`src/rtl/srx_pkg.sv`:
```
package srx_pkg;
  typedef enum logic [2:0] {
    RX_WAIT_HIGH = 3'd0,
    RX_IDLE      = 3'd1,
    RX_START     = 3'd2,
    RX_DATA      = 3'd3,
    RX_STOP      = 3'd4
  } rx_state_t;
endpackage

```
`src/rtl/rx_sync.sv`:
```
module rx_sync #(
  parameter int STAGES = 2
) (
  input  logic clk,
  input  logic rst_n,
  input  logic din,
  output logic dout
);
  logic [STAGES-1:0] pipe_q;

  always_ff @(posedge clk) begin
    if (!rst_n) pipe_q <= '1;
    else        pipe_q <= {pipe_q[STAGES-2:0], din};
  end

  assign dout = pipe_q[STAGES-1];
endmodule

```
`src/rtl/rx_bit_timer.sv`:
```
module rx_bit_timer
  import srx_pkg::*;
#(
  parameter int OVERSAMPLE = 16,
  parameter int FRAME_BITS = 9
) (
  input  logic clk,
  input  logic rst_n,
  input  logic line,
  output logic shift_en,
  output logic load_ok,
  output logic frame_bad
);
  localparam int CNT_W = $clog2(OVERSAMPLE);
  localparam int BIT_W = $clog2(FRAME_BITS + 1);
  localparam logic [CNT_W-1:0] MID  = CNT_W'(OVERSAMPLE / 2 - 1);
  localparam logic [CNT_W-1:0] LAST = CNT_W'(OVERSAMPLE - 1);
  localparam logic [BIT_W-1:0] FINAL_BIT = BIT_W'(FRAME_BITS - 1);

  rx_state_t        state_q;
  logic [CNT_W-1:0] cnt_q;
  logic [BIT_W-1:0] bit_q;
  logic             tick;

  assign tick = (cnt_q == LAST);

  always_ff @(posedge clk) begin
    if (!rst_n) begin
      state_q <= RX_WAIT_HIGH;
      cnt_q   <= '0;
      bit_q   <= '0;
    end else begin
      unique case (state_q)
        RX_WAIT_HIGH: if (line) state_q <= RX_IDLE;
        RX_IDLE: begin
          cnt_q <= '0;
          if (!line) state_q <= RX_START;
        end
        RX_START: begin
          if (cnt_q == MID) begin
            cnt_q <= '0;
            bit_q <= '0;
            state_q <= line ? RX_IDLE : RX_DATA;
          end else begin
            cnt_q <= cnt_q + 1'b1;
          end
        end
        RX_DATA: begin
          cnt_q <= cnt_q + 1'b1;
          if (tick) begin
            bit_q <= bit_q + 1'b1;
            if (bit_q == FINAL_BIT) state_q <= RX_STOP;
          end
        end
        RX_STOP: begin
          cnt_q <= cnt_q + 1'b1;
          if (tick) state_q <= line ? RX_IDLE : RX_WAIT_HIGH;
        end
        default: state_q <= RX_WAIT_HIGH;
      endcase
    end
  end

  assign shift_en  = (state_q == RX_DATA) && tick;
  assign load_ok   = (state_q == RX_STOP) && tick && line;
  assign frame_bad = (state_q == RX_STOP) && tick && !line;

  // a low line never leaves the wait state
  a_r6_wait_for_high: assert property (@(posedge clk) disable iff (!rst_n)
    (state_q == RX_WAIT_HIGH && !line) |=> (state_q == RX_WAIT_HIGH));

  // high at mid-start returns to idle
  a_r7_glitch_rejected: assert property (@(posedge clk) disable iff (!rst_n)
    (state_q == RX_START && cnt_q == MID && line) |=> (state_q == RX_IDLE));

  // the bit count never runs past the frame
  a_r2_bit_count_bound: assert property (@(posedge clk) disable iff (!rst_n)
    (state_q == RX_DATA) |-> (bit_q <= FINAL_BIT));
endmodule

```
`src/rtl/rx_shifter.sv`:
```
module rx_shifter #(
  parameter int WIDTH = 9
) (
  input  logic             clk,
  input  logic             rst_n,
  input  logic             shift_en,
  input  logic             din,
  output logic [WIDTH-1:0] frame
);
  logic [WIDTH-1:0] sh_q;

  always_ff @(posedge clk) begin
    if (!rst_n)        sh_q <= '0;
    else if (shift_en) sh_q <= {din, sh_q[WIDTH-1:1]};
  end

  assign frame = sh_q;

  // the register is steady between samples
  a_r2_shift_only_on_sample: assert property (@(posedge clk) disable iff (!rst_n)
    !shift_en |=> $stable(sh_q));
endmodule

```
`src/rtl/rx_holding.sv`:
```
module rx_holding #(
  parameter int DATA_W = 8
) (
  input  logic              clk,
  input  logic              rst_n,
  input  logic              load,
  input  logic              frame_bad,
  input  logic              ack,
  input  logic [DATA_W:0]   frame,
  output logic [DATA_W-1:0] byte_out,
  output logic              valid,
  output logic              perr,
  output logic              ferr
);
  logic [DATA_W-1:0] byte_q;
  logic              valid_q, perr_q, ferr_q;
  logic              par_bad;

  assign par_bad = ^frame;

  always_ff @(posedge clk) begin
    if (!rst_n) begin
      byte_q  <= '0;
      valid_q <= 1'b0;
      perr_q  <= 1'b0;
      ferr_q  <= 1'b0;
    end else begin
      if (load) byte_q <= frame[DATA_W-1:0];
      valid_q <= load | (valid_q & ~ack);
      perr_q  <= (load & par_bad) | (perr_q & ~ack);
      ferr_q  <= frame_bad | (ferr_q & ~ack);
    end
  end

  assign byte_out = byte_q;
  assign valid    = valid_q;
  assign perr     = perr_q;
  assign ferr     = ferr_q;

  // a read with no load clears valid
  a_r3_ack_clears: assert property (@(posedge clk) disable iff (!rst_n)
    (ack && !load) |=> !valid_q);

  // held byte stays put without a load
  a_r2_byte_stable: assert property (@(posedge clk) disable iff (!rst_n)
    !load |=> $stable(byte_q));

  // bad parity flagged on the load
  a_r4_parity_flag: assert property (@(posedge clk) disable iff (!rst_n)
    (load && par_bad) |=> (perr_q && valid_q));

  // framing fault keeps the byte and raises the flag
  a_r5_frame_keeps_byte: assert property (@(posedge clk) disable iff (!rst_n)
    frame_bad |=> ($stable(byte_q) && ferr_q));

  // a load always leaves the new byte valid
  a_r8_overwrite: assert property (@(posedge clk) disable iff (!rst_n)
    load |=> (valid_q && byte_q == $past(frame[DATA_W-1:0])));
endmodule

```
`src/rtl/serial_byte_rx.sv`:
```
module serial_byte_rx #(
  parameter int OVERSAMPLE  = 16,
  parameter int DATA_W      = 8,
  parameter int SYNC_STAGES = 2
) (
  input  logic              clk,
  input  logic              rst_n,
  input  logic              rx_line,
  input  logic              rd_ack,
  output logic [DATA_W-1:0] rx_byte,
  output logic              byte_valid,
  output logic              parity_err,
  output logic              frame_err
);
  localparam int FRAME_BITS = DATA_W + 1;

  logic             line_s;
  logic             shift_en, load_ok, frame_bad;
  logic [DATA_W:0]  frame;

  rx_sync #(.STAGES(SYNC_STAGES)) u_sync (
    .clk(clk), .rst_n(rst_n), .din(rx_line), .dout(line_s)
  );

  rx_bit_timer #(.OVERSAMPLE(OVERSAMPLE), .FRAME_BITS(FRAME_BITS)) u_timer (
    .clk(clk), .rst_n(rst_n), .line(line_s),
    .shift_en(shift_en), .load_ok(load_ok), .frame_bad(frame_bad)
  );

  rx_shifter #(.WIDTH(FRAME_BITS)) u_shift (
    .clk(clk), .rst_n(rst_n), .shift_en(shift_en), .din(line_s), .frame(frame)
  );

  rx_holding #(.DATA_W(DATA_W)) u_hold (
    .clk(clk), .rst_n(rst_n), .load(load_ok), .frame_bad(frame_bad),
    .ack(rd_ack), .frame(frame), .byte_out(rx_byte), .valid(byte_valid),
    .perr(parity_err), .ferr(frame_err)
  );

  // a frame ends in a load or a framing fault, never both
  a_r5_one_outcome: assert property (@(posedge clk) disable iff (!rst_n)
    $onehot0({load_ok, frame_bad}));
endmodule

```
`config.mk`:
```
export PLATFORM = sky130hd
export DESIGN_NAME = serial_byte_rx
export DESIGN_NICKNAME = d
export VERILOG_FILES = /design/src/rtl/srx_pkg.sv /design/src/rtl/rx_sync.sv /design/src/rtl/rx_bit_timer.sv /design/src/rtl/rx_shifter.sv /design/src/rtl/rx_holding.sv /design/src/rtl/serial_byte_rx.sv
export SDC_FILE = /design/constraint.sdc
export NUM_CORES = 1
export LEC_CHECK = 0
export ABC_CLOCK_PERIOD_IN_PS = 2500
export BUFFER_PORTS_ARGS = -buffer_cell sky130_fd_sc_hd__clkbuf_2
export CAP_MARGIN = 20
export CORE_UTILIZATION = 37
export DETAILED_ROUTE_END_ITERATION = 7
export GPL_TIMING_DRIVEN = 1
export PLACE_DENSITY = 0.63
export SLEW_MARGIN = 20
export SYNTH_ARGS = -nofsm -noshare
export SYNTH_HDL_FRONTEND = slang
export SYNTH_SLANG_ARGS = --single-unit
```
`constraint.sdc`:
```
create_clock -name clk -period 2.5 [get_ports clk]
set_input_delay 0.5 -clock clk [delete_from_list [all_inputs] [get_ports clk]]
set_output_delay 0.5 -clock clk [all_outputs]
set_load 0.02 [all_outputs]
```
Word-level counts from Yosys, hierarchy flattened
Cells that the tools add are included.
{"block": "word_totals", "mem_count": 0, "rom_bits": 0, "latchBits": 0, "ff_bits": 33, "ramBits": 0}
{"block": "classes", "addsub": 2, "magnitude_cmp": 0, "n_mul": 0, "eq_ne": 13, "n_reduce_logical": 12, "n_mux": 14, "div_mod_pow": 0, "shift": 0, "n_bitwise": 8}
{"cell": "$mux W3", "count": 6}
{"cell": "$pmux W3 S5", "count": 1}
{"cell": "$mux W4", "count": 3}
{"cell": "$pmux W4 S3", "count": 1}
{"cell": "$reduce_xor A9 Y1", "count": 1}
{"cell": "$add A4 B1 Y4 const B", "count": 2}
{"cell": "$eq A4 B4 Y1 const B", "count": 2}
{"cell": "$ne A2 B1 Y1 const B", "count": 4}
{"cell": "$pmux W4 S2", "count": 1}
{"cell": "$eq A3 B2 Y1 const B", "count": 2}
{"cell": "$reduce_and A6 Y1", "count": 1}
{"cell": "$and A1 B1 Y1", "count": 4}
{"cell": "$eq A4 B3 Y1 const B", "count": 1}
{"cell": "$logic_and A1 B1 Y1", "count": 4}
{"cell": "$ne A2 B2 Y1 const B", "count": 2}
{"cell": "$eq A3 B1 Y1 const B", "count": 1}
{"cell": "$eq A3 B3 Y1 const B", "count": 1}
{"cell": "$logic_not A3 Y1", "count": 1}
{"cell": "$or A1 B1 Y1", "count": 3}
{"cell": "$reduce_and A3 Y1", "count": 1}
{"cell": "$reduce_bool A3 Y1", "count": 1}
{"cell": "$mux W2", "count": 1}
{"cell": "$reduce_bool A2 Y1", "count": 1}
{"cell": "$reduce_or A2 Y1", "count": 1}
{"cell": "other kinds (3)", "count": 3}

Depth between registers and ports, before layout
{"block": "logic_depth", "ltp_word": 5, "mapped_depth": 8, "mapped_depth_nobuf": 7}

Cells and area by module
From an unflattened synthesis, not the netlist that was laid out.
{"block": "unflattened", "cells_unflattened": 166, "area_unflattened_um2": 1596.5}
{"module": "rx_bit_timer", "seq_area_each_um2": 220.2, "cells_each": 91, "area_each_um2": 724.4, "instances": 1}
{"module": "rx_holding", "seq_area_each_um2": 220.2, "cells_each": 43, "area_each_um2": 481.7, "instances": 1}
{"module": "rx_shifter", "seq_area_each_um2": 180.2, "cells_each": 28, "area_each_um2": 337.8, "instances": 1}
{"module": "rx_sync", "seq_area_each_um2": 40.0, "cells_each": 4, "area_each_um2": 52.6, "instances": 1}

Worst setup path after synthesis
Ideal clock, no wire load.
{"block": "synth_timing", "path_type": "flip-flop to flip-flop", "from": "reg u_timer.cnt_q[0]", "to": "reg u_shift.sh_q[0], in the netlist u_shift.frame[0]", "period_less_slack_ns": 1.461, "stages_incl_launch_ff": 8, "arrival_ns": 1.345, "t_required_ns": 2.384, "path_slack_ns": 1.039, "cell_sequence": "dfxtp_1 -> ha_1 -> and4b_1 -> buf_2 -> nand3_1 -> buf_4 -> mux2i_1 -> nor2b_1"}
{"block": "synth_between", "elab_chain_len": 2}
{"item": "from (decl)", "line_no": "rx_bit_timer.sv:21", "source": "logic [CNT_W-1:0] cnt_q;"}
{"item": "from (signal assigned)", "line_no": "rx_bit_timer.sv:45", "source": "cnt_q <= cnt_q + 1'b1;"}
{"item": "from (signal assigned)", "line_no": "rx_bit_timer.sv:49", "source": "cnt_q <= cnt_q + 1'b1;"}
{"item": "from (signal assigned)", "line_no": "rx_bit_timer.sv:56", "source": "cnt_q <= cnt_q + 1'b1;"}
{"item": "$eq A4 B4 Y1", "line_no": "rx_bit_timer.sv:25", "source": "assign tick = (cnt_q == LAST);"}
{"item": "$logic_and A1 B1 Y1", "line_no": "rx_bit_timer.sv:64", "source": "assign shift_en = (state_q == RX_DATA) && tick;"}
{"item": "to (signal assigned)", "line_no": "rx_shifter.sv:14", "source": "else if (shift_en) sh_q <= {din, sh_q[WIDTH-1:1]};"}
{"item": "to (decl)", "line_no": "rx_shifter.sv:10", "source": "logic [WIDTH-1:0] sh_q;"}
Every way passes these cells.
A chain may end at the register's enable or synchronous reset.

Final worst setup path
{"block": "layout_timing", "from": "reg u_timer.cnt_q[0]", "to": "reg u_shift.sh_q[6], in the netlist u_shift.frame[6]"}
The elaborated chain is that of the path after synthesis.

==> impl_metrics.env <==
export IMPL_syn_to_final_growth_pct=12.0
export IMPL_synth_cell_types=34
export IMPL_final_util=0.442
export IMPL_synth_top_cells_by_area="dfxtp_1 (41%), mux2i_1 (12%), nor2b_1 (9.3%)"
export IMPL_grt_max_degree=33
export IMPL_num_io_pins=15
export IMPL_peakVddDrop_mv=0.373
export IMPL_wire_per_inst_um=11.8
export IMPL_maxSlewHeadroom=0.627
export IMPL_max_cap_violations=0
export IMPL_max_freq_ghz=0.516
export IMPL_core_sq_um=4090
export IMPL_port_buffers=14
export IMPL_first_pass_iters=4
export IMPL_fin_crit_ns=1.94
export IMPL_cts_buffer_depth=2
export IMPL_setup_violations=0
export IMPL_finalHoldViolCount=0
export IMPL_worstMarginPinSlew_ns=0.558
export IMPL_rows=23
export IMPL_path_class="reg -> reg"
export IMPL_critPathMaxFanout=10
export IMPL_netlist_area_sq_um=1610
export IMPL_synth_edf_count=0
export IMPL_met1_usage=0.184
export IMPL_rsz0062_at_grt="false"
export IMPL_die_h_um=68.0
export IMPL_synth_most_common_cell="dfxtp_1"
export IMPL_antenna_left=0
export IMPL_worst_setup_path_end_kind="register"
export IMPL_critPathArrivalTime_ns=2.11
export IMPL_cts_tree="yes"
export IMPL_async_flop_share=0
export IMPL_powerDensity_nw_per_um2=682
export IMPL_initial_utilization=0.394
export IMPL_synth_cells=173
export IMPL_drc=0
export IMPL_final_nets=193
export IMPL_fin_cells=236
export IMPL_clock_sinks=33
export IMPL_outcome="complete, no violations"
export IMPL_grtUsageMet3=0.0600
export IMPL_p_leak_nw=0.804
export IMPL_postCtsHoldBufs=0
export IMPL_globalRoute_busiestLayer="met2"
export IMPL_synth_seq_cells=33
export IMPL_dr_total_vias=1163
export IMPL_placedCellCount=229
export IMPL_first_global_vias=1094
export IMPL_grt_first_pass_wirelength_mm=4.87
export IMPL_drive_gt1_frac=0.134
export IMPL_synth_common_cells="dfxtp_1 (33), nor2b_1 (24), mux2i_1 (19), nor2_1 (9), nand2_1 (7)"
export IMPL_hold_class="in -> reg"
export IMPL_nFillCells=425
export IMPL_cts_root_buf="clkbuf_8"
export IMPL_seq_area_frac_synth=0.410
export IMPL_antenna_found_initial=0
export IMPL_finalPower_mw=1.23
export IMPL_yosys_warnings=0
export IMPL_synth_flop_cell="dfxtp_1"
export IMPL_slew_viol_final=0
export IMPL_cts_clk_slew_worst_paths_ns=0.07
export IMPL_gp_congestion=0.708
export IMPL_wirelength_mm=2.78
export IMPL_grt_usage=0.143
export IMPL_insertion_delay_ns=0.28
export IMPL_viasPerCell=4.93
export IMPL_avgSynthCellArea_sq_um=9.32
export IMPL_worst_ep_required_time_ns=2.67
export IMPL_grt_ovfl_total=0
export IMPL_synth_largest_area_cell="dfxtp_1"
export IMPL_post_cts_resized=0
export IMPL_fin_worst_skew_ns=0.00262
export IMPL_htreeDepth=2
export IMPL_dp_hpwl_mm=1.84
export IMPL_die_area_sq_um=4620
export IMPL_finalSetupTns_ns=0
export IMPL_num_antenna_cells=0
export IMPL_cts_buffers=5
export IMPL_post_cts_buffers=0
export IMPL_drt_iter0_markers=40
export IMPL_start_kind="register"
export IMPL_yosysTopAreaCellShare=0.410
export IMPL_die_x_um=68.0
export IMPL_finalCritPeriodShare=0.775
export IMPL_grtUsageMet2=0.202
export IMPL_synth_net_count=180
==> report_power, final <==
part           internal, mW  switching (mW)  leakage (nW)
Clock                 0.289           0.188        0.0540
Combinational        0.0800          0.0877         0.483
Sequential            0.546          0.0406         0.267
==> per-layer routing <==
metal,share of wire,vias to the layer above
met5,0,-
met4,0.022,0
met2,0.44,15
met3,0.037,8
li1,-,611
met1,0.50,529
==> state kept, by name (all words and copies together) (netlist names) <==
register / cells
u_shift.frame: 9
u_hold.byte_out: 8
u_timer.bit_q: 4
u_timer.cnt_q: 4
u_timer.state_q: 3
u_sync.pipe_q: 2
u_hold.ferr: 1
u_hold.perr: 1
u_hold.valid: 1
==> kinds of logic (layout without fill, tap and decap cells) <==
| family | Yosys count | count (layout) | synth area share |
|---|---|---|---|
| AND/OR/NAND/NOR | 63 | 63 | 0.218 |
| XOR/XNOR | 12 | 12 | 0.0738 |
| flip-flops | 33 | 33 | 0.410 |
| AO/OA/AOI/OAI | 27 | 27 | 0.105 |
| multiplexers | 19 | 19 | 0.118 |
| buffers and inverters | 16 | 29 | 0.0520 |
| adder cells (fa/ha/maj) | 3 | 3 | 0.0233 |
==> final cells by class <==
cell class                 instances  area [sq um]  area share
inverter                           5          18.8      0.0104
timing repair buffer              17          92.6      0.0513
multi-input combinational        124           867       0.480
sequential                        33           661       0.366
clock inverter                     2          35.0      0.0194
tap                               50          62.6      0.0347
clock buffer                       5          68.8      0.0381
==> critical path, cell delays in order (launching register included) <==
cell and delay (ns):
dfxtp_1 0.37, ha_1 0.24, and4b_1 0.38, nand3_1 0.46, mux2i_1 0.31, nor2b_1 0.07
==> layout by cell type, fill, tap and decap left out, types with 2 or more instances in the layout <==
master and count:
o21ai_1 6, a211oi_1 2, a21boi_1 3, clkbuf_2 14
ha_1 3, buf_4 3, nand2_1 7, a21oi_1 5
nor2_1 9, nor2b_1 24, mux2i_1 19, dfxtp_1 33
nand2b_1 4, inv_1 5, clkbuf_8 5, xor2_1 5
nand4_1 4, xnor2_1 6, a22oi_1 4, o21ai_0 3
and2_1 3, nand3_1 6
==> stage by stage <==
stage          cell area (sq um)  hold WS (ns)  setup WS [ns]
3_5_place_dp                1700         0.393          0.585
5_1_grt                     1810         0.392          0.356
4_1_cts                     1810         0.390          0.560
3_3_place_gp                1700         0.388          0.618
6_report                    1810         0.400          0.562
2_1_floorplan               1610         0.386           1.04
==> final timing paths <==
check / startpoint / to / slack [ns] / depth (start not counted)
max: u_timer.cnt_q[0] / u_shift.frame[6] / 0.56 / 5
min: rx_line / u_sync.pipe_q[0] / 0.40 / 2
max reg2reg: u_timer.cnt_q[0] / u_shift.frame[6] / 0.56 / 5
min reg2reg: u_sync.pipe_q[0] / u_sync.pipe_q[1] / 0.41 / 1
Note: power is estimated with default switching activity, not from simulation.
